**config.mk**
```make
export PLATFORM = sky130hd
export DESIGN_NAME = ea_calc
export DESIGN_NICKNAME = d
export VERILOG_FILES = /design/src/rtl/ea_pkg.sv /design/src/rtl/ea_sext.sv /design/src/rtl/ea_mode_decode.sv /design/src/rtl/ea_brief_decode.sv /design/src/rtl/ea_calc.sv
export SDC_FILE = /design/constraint.sdc
export NUM_CORES = 1
export LEC_CHECK = 0
export ABC_CLOCK_PERIOD_IN_PS = 800
export CORE_MARGIN = 1.5
export CORE_UTILIZATION = 42
export CTS_CLUSTER_DIAMETER = 80
export DETAILED_ROUTE_END_ITERATION = 8
export HOLD_SLACK_MARGIN = 0.15
export PLACE_DENSITY = 0.85
export SLEW_MARGIN = 20
export SYNTH_ARGS = -nofsm -noshare
export SYNTH_HDL_FRONTEND = slang
export SYNTH_SLANG_ARGS = --single-unit
```
**constraint.sdc**
```tcl
create_clock -name clk -period 0.8 [get_ports clk]
set_input_delay 0.24 -clock clk [delete_from_list [all_inputs] [get_ports clk]]
set_output_delay 0.24 -clock clk [all_outputs]
set_load 0.02 [all_outputs]
```
**src/rtl/ea_pkg.sv**
```systemverilog
package ea_pkg;
    localparam int EA_ADDR_W = 32;

    typedef enum logic [2:0] {
        EK_DISP_AN,
        EK_IDX_AN,
        EK_DISP_PC,
        EK_IDX_PC,
        EK_BAD
    } ea_kind_e;

    typedef enum logic [0:0] {
        ST_IDLE,
        ST_HOLD
    } ea_state_e;

    typedef struct packed {
        logic       idx_is_addr;
        logic [2:0] idx_num;
        logic       idx_long;
        logic [7:0] disp8;
    } ea_brief_t;
endpackage

```
**src/rtl/ea_sext.sv**
```systemverilog
module ea_sext #(
    parameter int IN_W  = 8,
    parameter int OUT_W = 32
) (
    input  logic [IN_W-1:0]  val_i,
    output logic [OUT_W-1:0] ext_o
);
    localparam int PAD_W = OUT_W - IN_W;

    generate
        if (PAD_W > 0) begin : g_pad
            assign ext_o = {{PAD_W{val_i[IN_W-1]}}, val_i};
        end else begin : g_same
            assign ext_o = val_i[OUT_W-1:0];
        end
    endgenerate
endmodule

```
**src/rtl/ea_mode_decode.sv**
```systemverilog
module ea_mode_decode
    import ea_pkg::*;
(
    input  logic [2:0] mode_i,
    input  logic [2:0] reg_i,
    output ea_kind_e   kind_o
);
    always_comb begin
        kind_o = EK_BAD;
        unique case (mode_i)
            3'b101:  kind_o = EK_DISP_AN;
            3'b110:  kind_o = EK_IDX_AN;
            3'b111: begin
                unique case (reg_i)
                    3'b010:  kind_o = EK_DISP_PC;
                    3'b011:  kind_o = EK_IDX_PC;
                    default: kind_o = EK_BAD;
                endcase
            end
            default: kind_o = EK_BAD;
        endcase
    end
endmodule

```
**src/rtl/ea_brief_decode.sv**
```systemverilog
module ea_brief_decode
    import ea_pkg::*;
#(
    parameter int ADDR_W = 32
) (
    input  logic [15:11]     hi_i,
    input  logic [7:0]       lo_i,
    input  logic [ADDR_W-1:0] idx_data_i,
    output logic [3:0]       idx_sel_o,
    output logic [ADDR_W-1:0] idx_term_o,
    output logic [ADDR_W-1:0] disp_term_o
);
    ea_brief_t          brief;
    logic [ADDR_W-1:0]  idx_word_ext;

    always_comb begin
        brief.idx_is_addr = hi_i[15];
        brief.idx_num     = hi_i[14:12];
        brief.idx_long    = hi_i[11];
        brief.disp8       = lo_i;
    end

    assign idx_sel_o = {brief.idx_is_addr, brief.idx_num};

    ea_sext #(.IN_W(8), .OUT_W(ADDR_W)) u_disp_ext (
        .val_i (brief.disp8),
        .ext_o (disp_term_o)
    );

    ea_sext #(.IN_W(16), .OUT_W(ADDR_W)) u_idx_ext (
        .val_i (idx_data_i[15:0]),
        .ext_o (idx_word_ext)
    );

    assign idx_term_o = brief.idx_long ? idx_data_i : idx_word_ext;
endmodule

```
**src/rtl/ea_calc.sv**
```systemverilog
module ea_calc
    import ea_pkg::*;
#(
    parameter int ADDR_W = EA_ADDR_W
) (
    input  logic              clk,
    input  logic              rst_n,
    input  logic              start_i,
    input  logic [2:0]        mode_i,
    input  logic [2:0]        reg_i,
    input  logic [ADDR_W-1:0] base_i,
    input  logic [ADDR_W-1:0] pc_i,
    input  logic [15:0]       ext_i,
    output logic [3:0]        idx_sel_o,
    input  logic [ADDR_W-1:0] idx_data_i,
    output logic              valid_o,
    output logic [ADDR_W-1:0] addr_o,
    output logic              err_o
);
    ea_kind_e           kind;
    ea_state_e          state_q, state_d;
    logic [ADDR_W-1:0]  disp16_term;
    logic [ADDR_W-1:0]  brief_idx;
    logic [ADDR_W-1:0]  brief_disp;
    logic [ADDR_W-1:0]  base_sel;
    logic [ADDR_W-1:0]  idx_sel_term;
    logic [ADDR_W-1:0]  disp_sel_term;
    logic [ADDR_W-1:0]  sum;
    logic               bad;
    logic [ADDR_W-1:0]  addr_q;
    logic               err_q;

    ea_mode_decode u_mode (
        .mode_i (mode_i),
        .reg_i  (reg_i),
        .kind_o (kind)
    );

    ea_brief_decode #(.ADDR_W(ADDR_W)) u_brief (
        .hi_i        (ext_i[15:11]),
        .lo_i        (ext_i[7:0]),
        .idx_data_i  (idx_data_i),
        .idx_sel_o   (idx_sel_o),
        .idx_term_o  (brief_idx),
        .disp_term_o (brief_disp)
    );

    ea_sext #(.IN_W(16), .OUT_W(ADDR_W)) u_disp16 (
        .val_i (ext_i),
        .ext_o (disp16_term)
    );

    // operand selection by addressing kind
    always_comb begin
        base_sel      = '0;
        idx_sel_term  = '0;
        disp_sel_term = '0;
        bad           = 1'b0;
        unique case (kind)
            EK_DISP_AN: begin
                base_sel      = base_i;
                disp_sel_term = disp16_term;
            end
            EK_IDX_AN: begin
                base_sel      = base_i;
                idx_sel_term  = brief_idx;
                disp_sel_term = brief_disp;
            end
            EK_DISP_PC: begin
                base_sel      = pc_i;
                disp_sel_term = disp16_term;
            end
            EK_IDX_PC: begin
                base_sel      = pc_i;
                idx_sel_term  = brief_idx;
                disp_sel_term = brief_disp;
            end
            default: bad = 1'b1;
        endcase
    end

    assign sum = base_sel + idx_sel_term + disp_sel_term;

    // next-state logic
    always_comb begin
        state_d = state_q;
        unique case (state_q)
            ST_IDLE: if (start_i) state_d = ST_HOLD;
            ST_HOLD: state_d = start_i ? ST_HOLD : ST_IDLE;
            default: state_d = ST_IDLE;
        endcase
    end

    // state register
    always_ff @(posedge clk or negedge rst_n) begin
        if (!rst_n) state_q <= ST_IDLE;
        else        state_q <= state_d;
    end

    // output registers
    always_ff @(posedge clk or negedge rst_n) begin
        if (!rst_n) begin
            addr_q <= '0;
            err_q  <= 1'b0;
        end else if (start_i) begin
            addr_q <= bad ? '0 : sum;
            err_q  <= bad;
        end
    end

    assign valid_o = (state_q == ST_HOLD);
    assign addr_o  = addr_q;
    assign err_o   = err_q;
endmodule

```
==> impl_results.md <==
* Critical path class: input port to flip-flop
* CTS tree: built
* Mapped Area at 4480 µm²
* CP Capture Type: flip-flop
* Hold Path Class: input port to async pin
* Number of global-route vias before repair at 6224
* Num CTS Buffers at 5
* Largest net degree at the start of global routing at 35
* Most common cell after layout, fill and taps aside: buf_4
* CP cell instances: buf_6 -> nand3b_1 -> a21oi_2 -> buf_4 -> buf_6 -> buf_6 -> nand2_2 -> fa_1 -> inv_2 -> ha_4 -> o211ai_1 -> or3_4 -> buf_4 -> o21ai_1 -> o32a_1 -> a31oi_2 -> xnor2_1 -> o2bb2ai_1
* Drc violations at 0
* Slew @ Worst Pin at 538 ps
* Final GP Congestion at 0.865
* Post-route setup TNS at -89700 ps
* # setup viols final at 67
* Critical Path End: addr_o[17]$_DFFE_PN0P_
* Worst-Skew Late Latency at 310 ps
* WL final at 24.1 mm
* Hold slack final at 426 ps
* Post-DP HPWL at 12.5 mm
* ANT nets after route at 0
* Most frequent cells in the layout: 158 x buf_4, 106 x clkdlybuf4s50_1, 74 x buf_6
* Post-Synthesis Cells at 542
* Critical path launch point: reg_i[2]
* Final hold vios at 0
* Total power at 9.23 mW
* Die area at 11300 µm²
* EDFF count, synth at 0
* Worst-path clk slew at 90 ps
* Ant diodes at 0
* Sink Count at 34
* Via count at 6212
* Total gr overflow at 0
* Worst EP required at 980 ps
* Synth unique cells at 58
* # nets final at 1057
* Max clock buf depth at 2
* Syn. warnings at 0
* Input/output buffers at 158
* Max-Cap Viols at 0
* Area growth from synthesis to layout at 97.6%
* Worst-path maximum fanout at 5
* Drt pass-1 iters at 6
* Ratio of cells with drive above 1 in the final layout at 43.7%
* GRT Resource Usage Total at 33.0%
* Max VDD drop at 0.000956 V
* Worst Path Arrival at 4010 ps
* Status: finished, violations left
* H-tree levels at 2
* Area after DPL at 7430 µm²
* Starting DRT DRC Count at 639
* Finished Cell Area at 8840 µm²
* Power per standard cell area at 1040 nW/µm²
* Final slew viol count at 0
* Seq cells post-synth at 34
* RSZ-0062 raised after global routing: true
* Post-Synthesis Net Count at 725
* Die X at 106 µm
* Leak at 4.13 nW
* Core area at 10300 µm²
* Worst slew margin at 63.9%
* Clk_skew at 0 ps
* R2r setup slk at -230 ps
* Slowest cell on crit path: fa_1
* Initial antenna violation count at 0
* Post-synthesis async set-or-reset flop share at 100%
* Rows at 37
* Final Critical Period at 3840 ps
* Reg2Reg Capture Point: addr_o[3]$_DFFE_PN0P_
* RR Startpoint: addr_o[3]$_DFFE_PN0P_
* Setup ws final at -3040 ps
* Max Fclk at 261 MHz
* Final worst-path cycle share at 480%
* Fin util at 85.7%
* Syn Area/Cell at 8.26 µm²
* Cell mode on critical path: buf_6
* Post-synthesis sequential area ratio at 19.0%
* Starting density of the core at 43.4%
* Failing checks: negative setup slack
* I/O Pins at 159
* Root Buffer: clkbuf_8
* Die H at 106 µm
* Register-to-Register Path Depth at 3
* CP startpoint kind: input port
* Routed WL per cell at 23.8 µm
* CP max stage delay at 530 ps
* Via density at 6.14
* First-pass GRT wire length at 29.8 mm
* Top_reg_cell synth: dfrtp_1
-- cell families after synthesis --
| family | after synthesis | share of synthesized area [%] |
|---|---|---|
| AO/OA/AOI/OAI | 179 | 29.1 |
| XOR/XNOR | 27 | 5.59 |
| adder cells (fa/ha/maj) | 62 | 22.7 |
| buffers and inverters | 108 | 9.64 |
| flip-flops | 34 | 19.0 |
| multiplexers | 2 | 0.447 |
| AND/OR/NAND/NOR | 130 | 13.6 |
-- Yosys cell counts, types with 4 or more instances --
cell | instances | area (µm²)
buf_4 | 5 | 37.5
o31ai_1 | 8 | 60.1
a22oi_1 | 30 | 225
a21o_1 | 24 | 180
o21ai_0 | 16 | 80.1
nor3b_1 | 4 | 30.0
ha_1 | 30 | 375
o21a_1 | 7 | 52.6
clkbuf_1 | 26 | 97.6
dfrtp_1 | 34 | 851
nor2_1 | 17 | 63.8
nand3_1 | 9 | 45.0
nor2b_1 | 5 | 31.3
xnor2_1 | 17 | 149
o2bb2ai_1 | 22 | 193
a21oi_1 | 31 | 155
o211ai_1 | 6 | 45.0
nand2b_1 | 4 | 25.0
inv_1 | 72 | 270
a211oi_1 | 6 | 45.0
nand2_1 | 66 | 248
fa_1 | 32 | 641
nor3_1 | 6 | 30.0
xor2_1 | 9 | 78.8
a31oi_1 | 4 | 25.0
-- flip-flops by register name (all words and copies together) (netlist names) --
| name | cells |
|---|---|
| addr_o | 32 |
| err_o | 1 |
| valid_o | 1 |
-- per-layer routing --
layer / up-vias / global-route usage, % / share of wire (%) / wire length, µm
met3: 201 / 6.32 / 9.8 / 2370
met2: 495 / 61.1 / 48 / 11500
met4: 0 / 16.0 / 8.9 / 2150
met1: 2957 / 35.9 / 33 / 8020
met5: - / 0 / 0 / 0
li1: 2559 / - / - / -
-- worst min-delay path by stage --
stage | endpoint | startpoint | cells past startpoint | slack (ps)
global placement | addr_o[27]$_DFFE_PN0P_ | rst_n | 2 | 210
global route | addr_o[17]$_DFFE_PN0P_ | rst_n | 3 | 440
detailed placement | addr_o[26]$_DFFE_PN0P_ | rst_n | 2 | 220
CTS | addr_o[26]$_DFFE_PN0P_ | rst_n | 3 | 460
floorplan | addr_o[0]$_DFFE_PN0P_ | rst_n | 0 | -60
finish | addr_o[2]$_DFFE_PN0P_ | rst_n | 3 | 430
-- final cells by class --
type                       count  area, µm²
clock buffer                   7       86.3
clock inverter                 1       5.00
fill                         477       1480
inverter                      73        274
multi-input combinational    400       4090
sequential                    34        851
tap                          136        170
timing repair buffer         360       3370
-- repair_timing --
action	in CTS	in global routing
setup buffers	42	30
endpoints found under the hold margin	34	0
resized for setup	372	44
gates cloned	2	0
pin swaps	82	36
endpoints found under the setup margin	71	67
hold buffers	1	0
-- power breakdown --
group          total (mW)  internal (mW)  switching, mW  leakage (nW)
Sequential           2.02           1.87          0.147         0.457
Clock                1.44          0.697          0.744        0.0482
Combinational        5.77           2.94           2.83          3.62
Total                9.23           5.51           3.72          4.13
-- through the flow --
stage          std cells  setup WS (ps)
6_report            1011          -3040
4_1_cts              984          -2580
5_1_grt             1011          -3150
3_3_place_gp         934          -3350
3_5_place_dp         934          -3480
2_1_floorplan        542          -2780
-- critical path: cells and delay by family --
family	cells	cell delay [ps]
compound gates	6	1040
fa+ha+maj	2	830
buf+inv	6	730
simple gates	3	680
xor+xnor	1	480
No activity file was read; power rests on OpenSTA's default activity.
